$ cat config.mk
export PLATFORM = sky130hd
export DESIGN_NAME = i2c_regbank_target
export DESIGN_NICKNAME = d
export VERILOG_FILES = /design/src/rtl/i2c_tgt_pkg.sv /design/src/rtl/i2c_line_sync.sv /design/src/rtl/i2c_reg_bank.sv /design/src/rtl/i2c_tgt_fsm.sv /design/src/rtl/i2c_regbank_target.sv
export SDC_FILE = /design/constraint.sdc
export NUM_CORES = 2
export LEC_CHECK = 0
export CAP_MARGIN = 25
export CORE_MARGIN = 2
export CORE_UTILIZATION = 60
export CTS_CLUSTER_DIAMETER = 150
export DETAILED_ROUTE_END_ITERATION = 12
export PLACE_DENSITY = 0.79
export SLEW_MARGIN = 20
export SYNTH_ARGS = -nofsm -noshare
export SYNTH_HDL_FRONTEND = slang
export SYNTH_SLANG_ARGS = --single-unit
$ cat constraint.sdc
create_clock -name clk -period 3.77 [get_ports clk]
set_input_delay 0.754 -clock clk [delete_from_list [all_inputs] [get_ports clk]]
set_output_delay 0.754 -clock clk [all_outputs]
set_load 0.03 [all_outputs]
$ cat src/rtl/i2c_tgt_pkg.sv
`timescale 1ns/1ps
package i2c_tgt_pkg;

    localparam int DATA_W = 8;
    localparam int PTR_W  = 8;
    localparam int CNT_W  = $clog2(DATA_W + 1);

    typedef enum logic [2:0] {
        ST_IDLE,
        ST_ADDR,
        ST_ADDR_ACK,
        ST_RX,
        ST_RX_ACK,
        ST_TX,
        ST_TX_ACK
    } tgt_state_e;

    typedef struct packed {
        tgt_state_e         state;
        logic [CNT_W-1:0]   bit_cnt;
        logic [DATA_W-1:0]  shift;
        logic               is_read;
        logic [PTR_W-1:0]   ptr;
        logic               want_ptr;
        logic               ctl_ack;
        logic               pull;
    } tgt_regs_t;

endpackage

$ cat src/rtl/i2c_line_sync.sv
`timescale 1ns/1ps
module i2c_line_sync #(
    parameter int STAGES = 2
) (
    input  logic clk,
    input  logic rst_n,
    input  logic scl_i,
    input  logic sda_i,
    output logic scl_lvl_o,
    output logic sda_lvl_o,
    output logic scl_rise_o,
    output logic scl_fall_o,
    output logic start_o,
    output logic stop_o
);

    logic [STAGES-1:0] scl_pipe_d, scl_pipe_q;
    logic [STAGES-1:0] sda_pipe_d, sda_pipe_q;
    logic              scl_prev_d, scl_prev_q;
    logic              sda_prev_d, sda_prev_q;

    always_comb begin
        scl_pipe_d = {scl_pipe_q[STAGES-2:0], scl_i};
        sda_pipe_d = {sda_pipe_q[STAGES-2:0], sda_i};
        scl_prev_d = scl_pipe_q[STAGES-1];
        sda_prev_d = sda_pipe_q[STAGES-1];
    end

    // the bus idles high, so the pipeline resets to ones
    always_ff @(posedge clk or negedge rst_n) begin
        if (!rst_n) begin
            scl_pipe_q <= '1;
            sda_pipe_q <= '1;
            scl_prev_q <= 1'b1;
            sda_prev_q <= 1'b1;
        end else begin
            scl_pipe_q <= scl_pipe_d;
            sda_pipe_q <= sda_pipe_d;
            scl_prev_q <= scl_prev_d;
            sda_prev_q <= sda_prev_d;
        end
    end

    assign scl_lvl_o  = scl_pipe_q[STAGES-1];
    assign sda_lvl_o  = sda_pipe_q[STAGES-1];
    assign scl_rise_o = scl_lvl_o & ~scl_prev_q;
    assign scl_fall_o = ~scl_lvl_o & scl_prev_q;
    assign start_o    = scl_lvl_o & scl_prev_q & sda_prev_q & ~sda_lvl_o;
    assign stop_o     = scl_lvl_o & scl_prev_q & ~sda_prev_q & sda_lvl_o;

endmodule

$ cat src/rtl/i2c_reg_bank.sv
`timescale 1ns/1ps
module i2c_reg_bank #(
    parameter int ADDR_W = 8,
    parameter int DATA_W = 8
) (
    input  logic              clk,
    input  logic              rst_n,
    input  logic              we_i,
    input  logic [ADDR_W-1:0] waddr_i,
    input  logic [DATA_W-1:0] wdata_i,
    input  logic [ADDR_W-1:0] raddr_i,
    output logic [DATA_W-1:0] rdata_o
);

    localparam int DEPTH = 1 << ADDR_W;

    logic [DATA_W-1:0] mem_d [DEPTH];
    logic [DATA_W-1:0] mem_q [DEPTH];

    always_comb begin
        mem_d = mem_q;
        if (we_i) begin
            mem_d[waddr_i] = wdata_i;
        end
    end

    always_ff @(posedge clk or negedge rst_n) begin
        if (!rst_n) begin
            for (int i = 0; i < DEPTH; i++) begin
                mem_q[i] <= '0;
            end
        end else begin
            mem_q <= mem_d;
        end
    end

    assign rdata_o = mem_q[raddr_i];


    store_lands_chk: assert property (@(posedge clk) disable iff (!rst_n)
        we_i |=> mem_q[$past(waddr_i)] == $past(wdata_i));

endmodule

$ cat src/rtl/i2c_tgt_fsm.sv
`timescale 1ns/1ps
module i2c_tgt_fsm
    import i2c_tgt_pkg::*;
#(
    parameter logic [6:0] DEV_ADDR = 7'h50
) (
    input  logic              clk,
    input  logic              rst_n,
    input  logic              scl_lvl_i,
    input  logic              sda_lvl_i,
    input  logic              scl_rise_i,
    input  logic              scl_fall_i,
    input  logic              start_i,
    input  logic              stop_i,
    input  logic [DATA_W-1:0] rd_data_i,
    output logic [PTR_W-1:0]  rd_addr_o,
    output logic              wr_en_o,
    output logic [PTR_W-1:0]  wr_addr_o,
    output logic [DATA_W-1:0] wr_data_o,
    output logic              pull_o
);

    localparam logic [CNT_W-1:0] FULL = CNT_W'(DATA_W);

    tgt_regs_t r_d, r_q;
    logic      wr_en_d;

    always_comb begin
        r_d     = r_q;
        wr_en_d = 1'b0;
        if (stop_i) begin
            r_d.state = ST_IDLE;
            r_d.pull  = 1'b0;
        end else if (start_i) begin
            r_d.state   = ST_ADDR;
            r_d.bit_cnt = '0;
            r_d.pull    = 1'b0;
        end else begin
            unique case (r_q.state)
                ST_ADDR: begin
                    if (scl_rise_i && r_q.bit_cnt < FULL) begin
                        r_d.shift   = {r_q.shift[DATA_W-2:0], sda_lvl_i};
                        r_d.bit_cnt = r_q.bit_cnt + 1'b1;
                    end else if (scl_fall_i && r_q.bit_cnt == FULL) begin
                        if (r_q.shift[DATA_W-1:1] == DEV_ADDR) begin
                            r_d.state   = ST_ADDR_ACK;
                            r_d.is_read = r_q.shift[0];
                            r_d.pull    = 1'b1;
                        end else begin
                            r_d.state = ST_IDLE;
                        end
                    end
                end
                ST_ADDR_ACK: begin
                    if (scl_fall_i) begin
                        r_d.bit_cnt = '0;
                        if (r_q.is_read) begin
                            r_d.state = ST_TX;
                            r_d.shift = rd_data_i;
                            r_d.pull  = ~rd_data_i[DATA_W-1];
                        end else begin
                            r_d.state    = ST_RX;
                            r_d.want_ptr = 1'b1;
                            r_d.pull     = 1'b0;
                        end
                    end
                end
                ST_RX: begin
                    if (scl_rise_i && r_q.bit_cnt < FULL) begin
                        r_d.shift   = {r_q.shift[DATA_W-2:0], sda_lvl_i};
                        r_d.bit_cnt = r_q.bit_cnt + 1'b1;
                    end else if (scl_fall_i && r_q.bit_cnt == FULL) begin
                        r_d.state = ST_RX_ACK;
                        r_d.pull  = 1'b1;
                        if (r_q.want_ptr) begin
                            r_d.ptr      = r_q.shift;
                            r_d.want_ptr = 1'b0;
                        end else begin
                            wr_en_d = 1'b1;
                            r_d.ptr = r_q.ptr + 1'b1;
                        end
                    end
                end
                ST_RX_ACK: begin
                    if (scl_fall_i) begin
                        r_d.state   = ST_RX;
                        r_d.bit_cnt = '0;
                        r_d.pull    = 1'b0;
                    end
                end
                ST_TX: begin
                    if (scl_rise_i && r_q.bit_cnt < FULL) begin
                        r_d.bit_cnt = r_q.bit_cnt + 1'b1;
                    end else if (scl_fall_i) begin
                        if (r_q.bit_cnt == FULL) begin
                            r_d.state = ST_TX_ACK;
                            r_d.pull  = 1'b0;
                            r_d.ptr   = r_q.ptr + 1'b1;
                        end else begin
                            r_d.shift = {r_q.shift[DATA_W-2:0], 1'b0};
                            r_d.pull  = ~r_q.shift[DATA_W-2];
                        end
                    end
                end
                ST_TX_ACK: begin
                    if (scl_rise_i) begin
                        r_d.ctl_ack = ~sda_lvl_i;
                    end else if (scl_fall_i) begin
                        if (r_q.ctl_ack) begin
                            r_d.state   = ST_TX;
                            r_d.bit_cnt = '0;
                            r_d.shift   = rd_data_i;
                            r_d.pull    = ~rd_data_i[DATA_W-1];
                        end else begin
                            r_d.state = ST_IDLE;
                            r_d.pull  = 1'b0;
                        end
                    end
                end
                default: begin
                    r_d.pull = 1'b0;
                end
            endcase
        end
    end

    always_ff @(posedge clk or negedge rst_n) begin
        if (!rst_n) begin
            r_q <= '{state: ST_IDLE, default: '0};
        end else begin
            r_q <= r_d;
        end
    end

    assign rd_addr_o = r_q.ptr;
    assign wr_en_o   = wr_en_d;
    assign wr_addr_o = r_q.ptr;
    assign wr_data_o = r_q.shift;
    assign pull_o    = r_q.pull;


    pull_on_low_scl_chk: assert property (@(posedge clk) disable iff (!rst_n)
        !$stable(r_q.pull) |-> !$past(scl_lvl_i));


    ack_own_addr_chk: assert property (@(posedge clk) disable iff (!rst_n)
        ($rose(r_q.pull) && r_q.state == ST_ADDR_ACK) |-> r_q.shift[DATA_W-1:1] == DEV_ADDR);


    ptr_step_chk: assert property (@(posedge clk) disable iff (!rst_n)
        wr_en_o |=> r_q.ptr == PTR_W'($past(r_q.ptr) + 1'b1));


    start_rearm_chk: assert property (@(posedge clk) disable iff (!rst_n)
        start_i |=> (r_q.state == ST_ADDR && r_q.bit_cnt == '0 && !r_q.pull));


    nack_release_chk: assert property (@(posedge clk) disable iff (!rst_n)
        (r_q.state == ST_TX_ACK && scl_fall_i && !r_q.ctl_ack && !start_i && !stop_i)
        |=> (r_q.state == ST_IDLE && !r_q.pull));


    always @(posedge clk) begin
        if (rst_n) begin
            bit_cnt_range_chk: assert (r_q.bit_cnt <= FULL);
        end
    end

endmodule

$ cat src/rtl/i2c_regbank_target.sv
`timescale 1ns/1ps
module i2c_regbank_target
    import i2c_tgt_pkg::*;
#(
    parameter logic [6:0] DEV_ADDR    = 7'h50,
    parameter int         SYNC_STAGES = 2
) (
    input  logic clk,
    input  logic rst_n,
    input  logic scl_i,
    input  logic sda_i,
    output logic sda_oe_o
);

    logic              scl_lvl, sda_lvl, scl_rise, scl_fall, start_det, stop_det;
    logic [PTR_W-1:0]  rd_addr, wr_addr;
    logic [DATA_W-1:0] rd_data, wr_data;
    logic              wr_en;

    i2c_line_sync #(
        .STAGES     (SYNC_STAGES)
    ) u_sync (
        .clk        (clk),
        .rst_n      (rst_n),
        .scl_i      (scl_i),
        .sda_i      (sda_i),
        .scl_lvl_o  (scl_lvl),
        .sda_lvl_o  (sda_lvl),
        .scl_rise_o (scl_rise),
        .scl_fall_o (scl_fall),
        .start_o    (start_det),
        .stop_o     (stop_det)
    );

    i2c_tgt_fsm #(
        .DEV_ADDR   (DEV_ADDR)
    ) u_fsm (
        .clk        (clk),
        .rst_n      (rst_n),
        .scl_lvl_i  (scl_lvl),
        .sda_lvl_i  (sda_lvl),
        .scl_rise_i (scl_rise),
        .scl_fall_i (scl_fall),
        .start_i    (start_det),
        .stop_i     (stop_det),
        .rd_data_i  (rd_data),
        .rd_addr_o  (rd_addr),
        .wr_en_o    (wr_en),
        .wr_addr_o  (wr_addr),
        .wr_data_o  (wr_data),
        .pull_o     (sda_oe_o)
    );

    i2c_reg_bank #(
        .ADDR_W     (PTR_W),
        .DATA_W     (DATA_W)
    ) u_bank (
        .clk        (clk),
        .rst_n      (rst_n),
        .we_i       (wr_en),
        .waddr_i    (wr_addr),
        .wdata_i    (wr_data),
        .raddr_i    (rd_addr),
        .rdata_o    (rd_data)
    );

endmodule

==> impl_metrics.csv <==
group,metric,value,unit
setup_path,crit_path_max_incr_delay,0.59,ns
global_route,grt_max_degree,260,
floorplanning,die-area,162700,um2
sta,setup_viol,0,
floorplanning,die_w,403.4,um
route,drt_iter0_markers,5309,
place,preCtsSetupSlack,0.1485,ns
cells_and_area,final_nets,6022,
run_status,outcome,"completed",
setup_path,criticalPathCategory,"flip-flop to flip-flop",
cells_and_area,final_layout_size_suffix_gt1_share,55.85,%
place,io_buffer_count,4,
place,globalplace.congestion,0.9417,
logic_synthesis,synthDominantCellAreaShare,54.25,%
global_route,antenna_found_initial,8,
floorplanning,io_pins,5,
cts,path_clk_slew,0.06,ns
logic_synthesis,ys_seq_area_share,54.42,%
run,drv_cap,0,
logic_synthesis,synth.most_common_cell,"dfrtp_1",
logic_synthesis,synth.distinct_cells,68,
logic_synthesis,synth_commonest_cells,"2075 x dfrtp_1, 2001 x mux2_2, 623 x mux4_2",
route,routed_wl,246000,um
sta,finClkSkew,0.07365,ns
setup_path,crit_buf_inv,4,
logic_synthesis,synth_area,95710,um2
sta,final-max-slew-violation-count,0,
logic_synthesis,ys_ff_latch,2081,
setup_path,r2r_cells,10,
setup_path,path_max_fanout,30,
sta,period_share,96.62,%
setup_path,slowest_stage,"mux4_2",
cts,cts_max_path_buffers,3,
setup_path,cpLargestDelayFamily,"multiplexers",
logic_synthesis,synth_fp_nets,5999,
route,viasPerCell,6.687,
sta,finalCriticalPeriod,3.643,ns
hold_path,hold_path.class,"flip-flop to flip-flop",
power_and_ir_drop,power_density,450.5,nW/um2
logic_synthesis,ys_warn_count,0,
setup_path,cp.depth,10,
setup_path,critPathCaptureType,"flip-flop",
sta,timing.final.ws_setup,0.1274,ns
logic_synthesis,postSynthCellCount,5989,
setup_path,cp.arrival,4.38,ns
cts,postCtsSetupBuffers,0,
route,firstDrtPassIters,7,
route,wl_per_cell,29.76,um
global_route,grt_pass1_vias,57958,
global_route,gr-total-overflow,0,
cts,h-tree-depth,4,
sta,holdWs,0.3775,ns
global_route,grtUsageTotal,30.99,%
sta,rsz0062_at_grt,"false",
sta,finalSetupTns,0,ns
sta,relSlewSlack,27.84,%
setup_path,cp-start-kind,"flip-flop",
cells_and_area,area_growth,11.45,%
sta,fmaxAchievable,274.5,MHz
logic_synthesis,synth_enable_flop_cells,0,
logic_synthesis,async_flop_share,100.0,%
floorplanning,initial_core_util,60.43,%
route,final_antenna_net_count,0,
route,vias,55278,
floorplanning,rows,146,
power_and_ir_drop,ir_worst_vdd,0.6183,mV
global_route,grt_pass1_wl,378900,um
cts,cts_tree,"yes",
sta,worst_pin_slew,1.078,ns
sta,hold_viol,0,
setup_path,required,4.51,ns
setup_path,rrSetupSlack,0.13,ns
setup_path,r2r_start,"u_fsm.rd_addr_o[0]",
setup_path,r2r-end,"u_fsm.wr_data_o[0]",
power_and_ir_drop,p_leak,50.19,nW
route,drcViolationCount,0,
cts,cts.sink_count,2081,
floorplanning,coreArea,158400,um2
place,dpl.hpwl,155600,um
cts,cts_made_buffers,209,
logic_synthesis,yosys.area.top_type,"dfrtp_1",
hold_path,min_delay_path_depth,0,
logic_synthesis,ys.flop_type,"dfrtp_1",
logic_synthesis,ys_top_cells_by_area,"dfrtp_1 54%, mux2_2 24%, mux4_2 15%, clkbuf_1 1.2%, nor2_2 1.0%",
setup_path,endpoint,"u_fsm.wr_data_o[0]",
logic_synthesis,syn_area_per_cell,15.98,um2
setup_path,cp-startpoint,"u_fsm.rd_addr_o[0]",
cts,clock_latency,0.87,ns
floorplanning,die_h,403.4,um
cts,root_buffer,"clkbuf_16",
setup_path,path_cells,"buf_12 > buf_12 > mux4_2 > mux4_2 > a22oi_1 > buf_4 > o311ai_1 > nor4_1 > buf_4 > o21ai_1",
## metrics by stage
step	utilization, %	std cells	cell area, um2	power [W]
CTS	67.26	8259	106500	0.04811
global placement	62.55	7866	99070	0.02622
floorplan	-	5989	95710	0.02466
finish	67.35	8267	106700	0.04805
detailed placement	62.55	7866	99070	0.02632
global route	67.34	8266	106700	0.04946
## sequential cells by signal, indices dropped and copies added (netlist names)
name,flops
u_sync.sda_pipe_q,2
u_bank.mem_q,2048
u_fsm.r_q,10
u_fsm.pull_o,1
u_fsm.wr_data_o,8
u_sync.scl_prev_q,1
u_sync.scl_pipe_q,2
u_sync.sda_prev_q,1
u_fsm.rd_addr_o,8
## what timing repair did
item,CTS,global route
resized for setup,0,0
hold buffers,1,0
endpoints found under the setup margin,0,0
endpoints found under the hold margin,37,0
## cell usage in the layout (no fill, tap or decap), types with 6 or more instances in the layout
cell type	count
buf_12	58
dfrtp_1	2062
nand4_1	8
a21oi_1	26
clkinvlp_4	6
buf_4	197
bufinv_16	18
a22oi_1	25
mux2i_1	30
o21ai_0	82
clkinv_16	13
nor2_8	20
a31oi_1	7
dfrtp_4	12
nand2_2	12
clkbuf_1	44
nand3_1	26
clkbuf_8	61
and2_1	11
nand2b_1	15
nand2_1	196
clkinv_2	37
dfstp_2	6
inv_1	6
nor2_2	155
nor3_1	21
nor2_1	43
o22ai_1	12
nor2_4	9
mux2_2	2001
mux2_1	15
nor4_1	6
ha_1	6
clkbuf_16	209
nor2b_1	18
mux4_2	623
and3_1	11
## cells by family after synthesis
family	count (synthesis)	synth area share (%)
AOI/OAI and AO/OA	200	1.303
xor gates and xnor gates	2	0.01831
adders and majority gates	6	0.07844
buffers and inverters	461	2.070
DFF	2081	54.42
muxes	2669	38.69
and+or+nand+nor	570	3.417
## power breakdown
part           leakage, nW  internal [W]  switching, W
combinational         17.5      0.000420       0.00300
clock                 3.64        0.0128       0.00921
sequential            29.0        0.0224      0.000271
total                 50.2        0.0356        0.0125
## cell type report
type	instances	area, um2
Antenna cell	2	5.005
Clock buffer	314	6235
Clock inverter	78	1215
Fill cell	10348	51720
Inverter	9	33.78
Multi-Input combinational cell	3447	41650
Sequential cell	2081	52130
Tap cell	2072	2592
Timing Repair Buffer	264	2801
## worst register-to-register path: stages (launching register included)
cell and delay (ns):
dfrtp_4 0.47, buf_12 0.21, buf_12 0.31, mux4_2 0.60, mux4_2 0.52, a22oi_1 0.26
buf_4 0.20, o311ai_1 0.17, nor4_1 0.54, buf_4 0.20, o21ai_1 0.05
## worst min-delay path by stage
stage,start,end
finish,u_sync.scl_pipe_q[0],u_sync.scl_pipe_q[1]
global placement,u_sync.scl_pipe_q[1],u_sync.scl_prev_q
global route,scl_i,u_sync.scl_pipe_q[0]
detailed placement,u_sync.scl_pipe_q[1],u_sync.scl_prev_q
floorplan,u_sync.scl_pipe_q[0],u_sync.scl_pipe_q[1]
CTS,u_sync.scl_pipe_q[0],u_sync.scl_pipe_q[1]
## routing by layer
layer / vias up / GRT usage, % / part of all wire, %
li1: 22436 / - / -
met1: 30244 / 43.14 / 41
met2: 2078 / 47.90 / 47
met3: 516 / 7.224 / 7.8
met4: 4 / 12.23 / 4.4
met5: - / 0 / 0.010
Power figures use the tool's default switching activity.
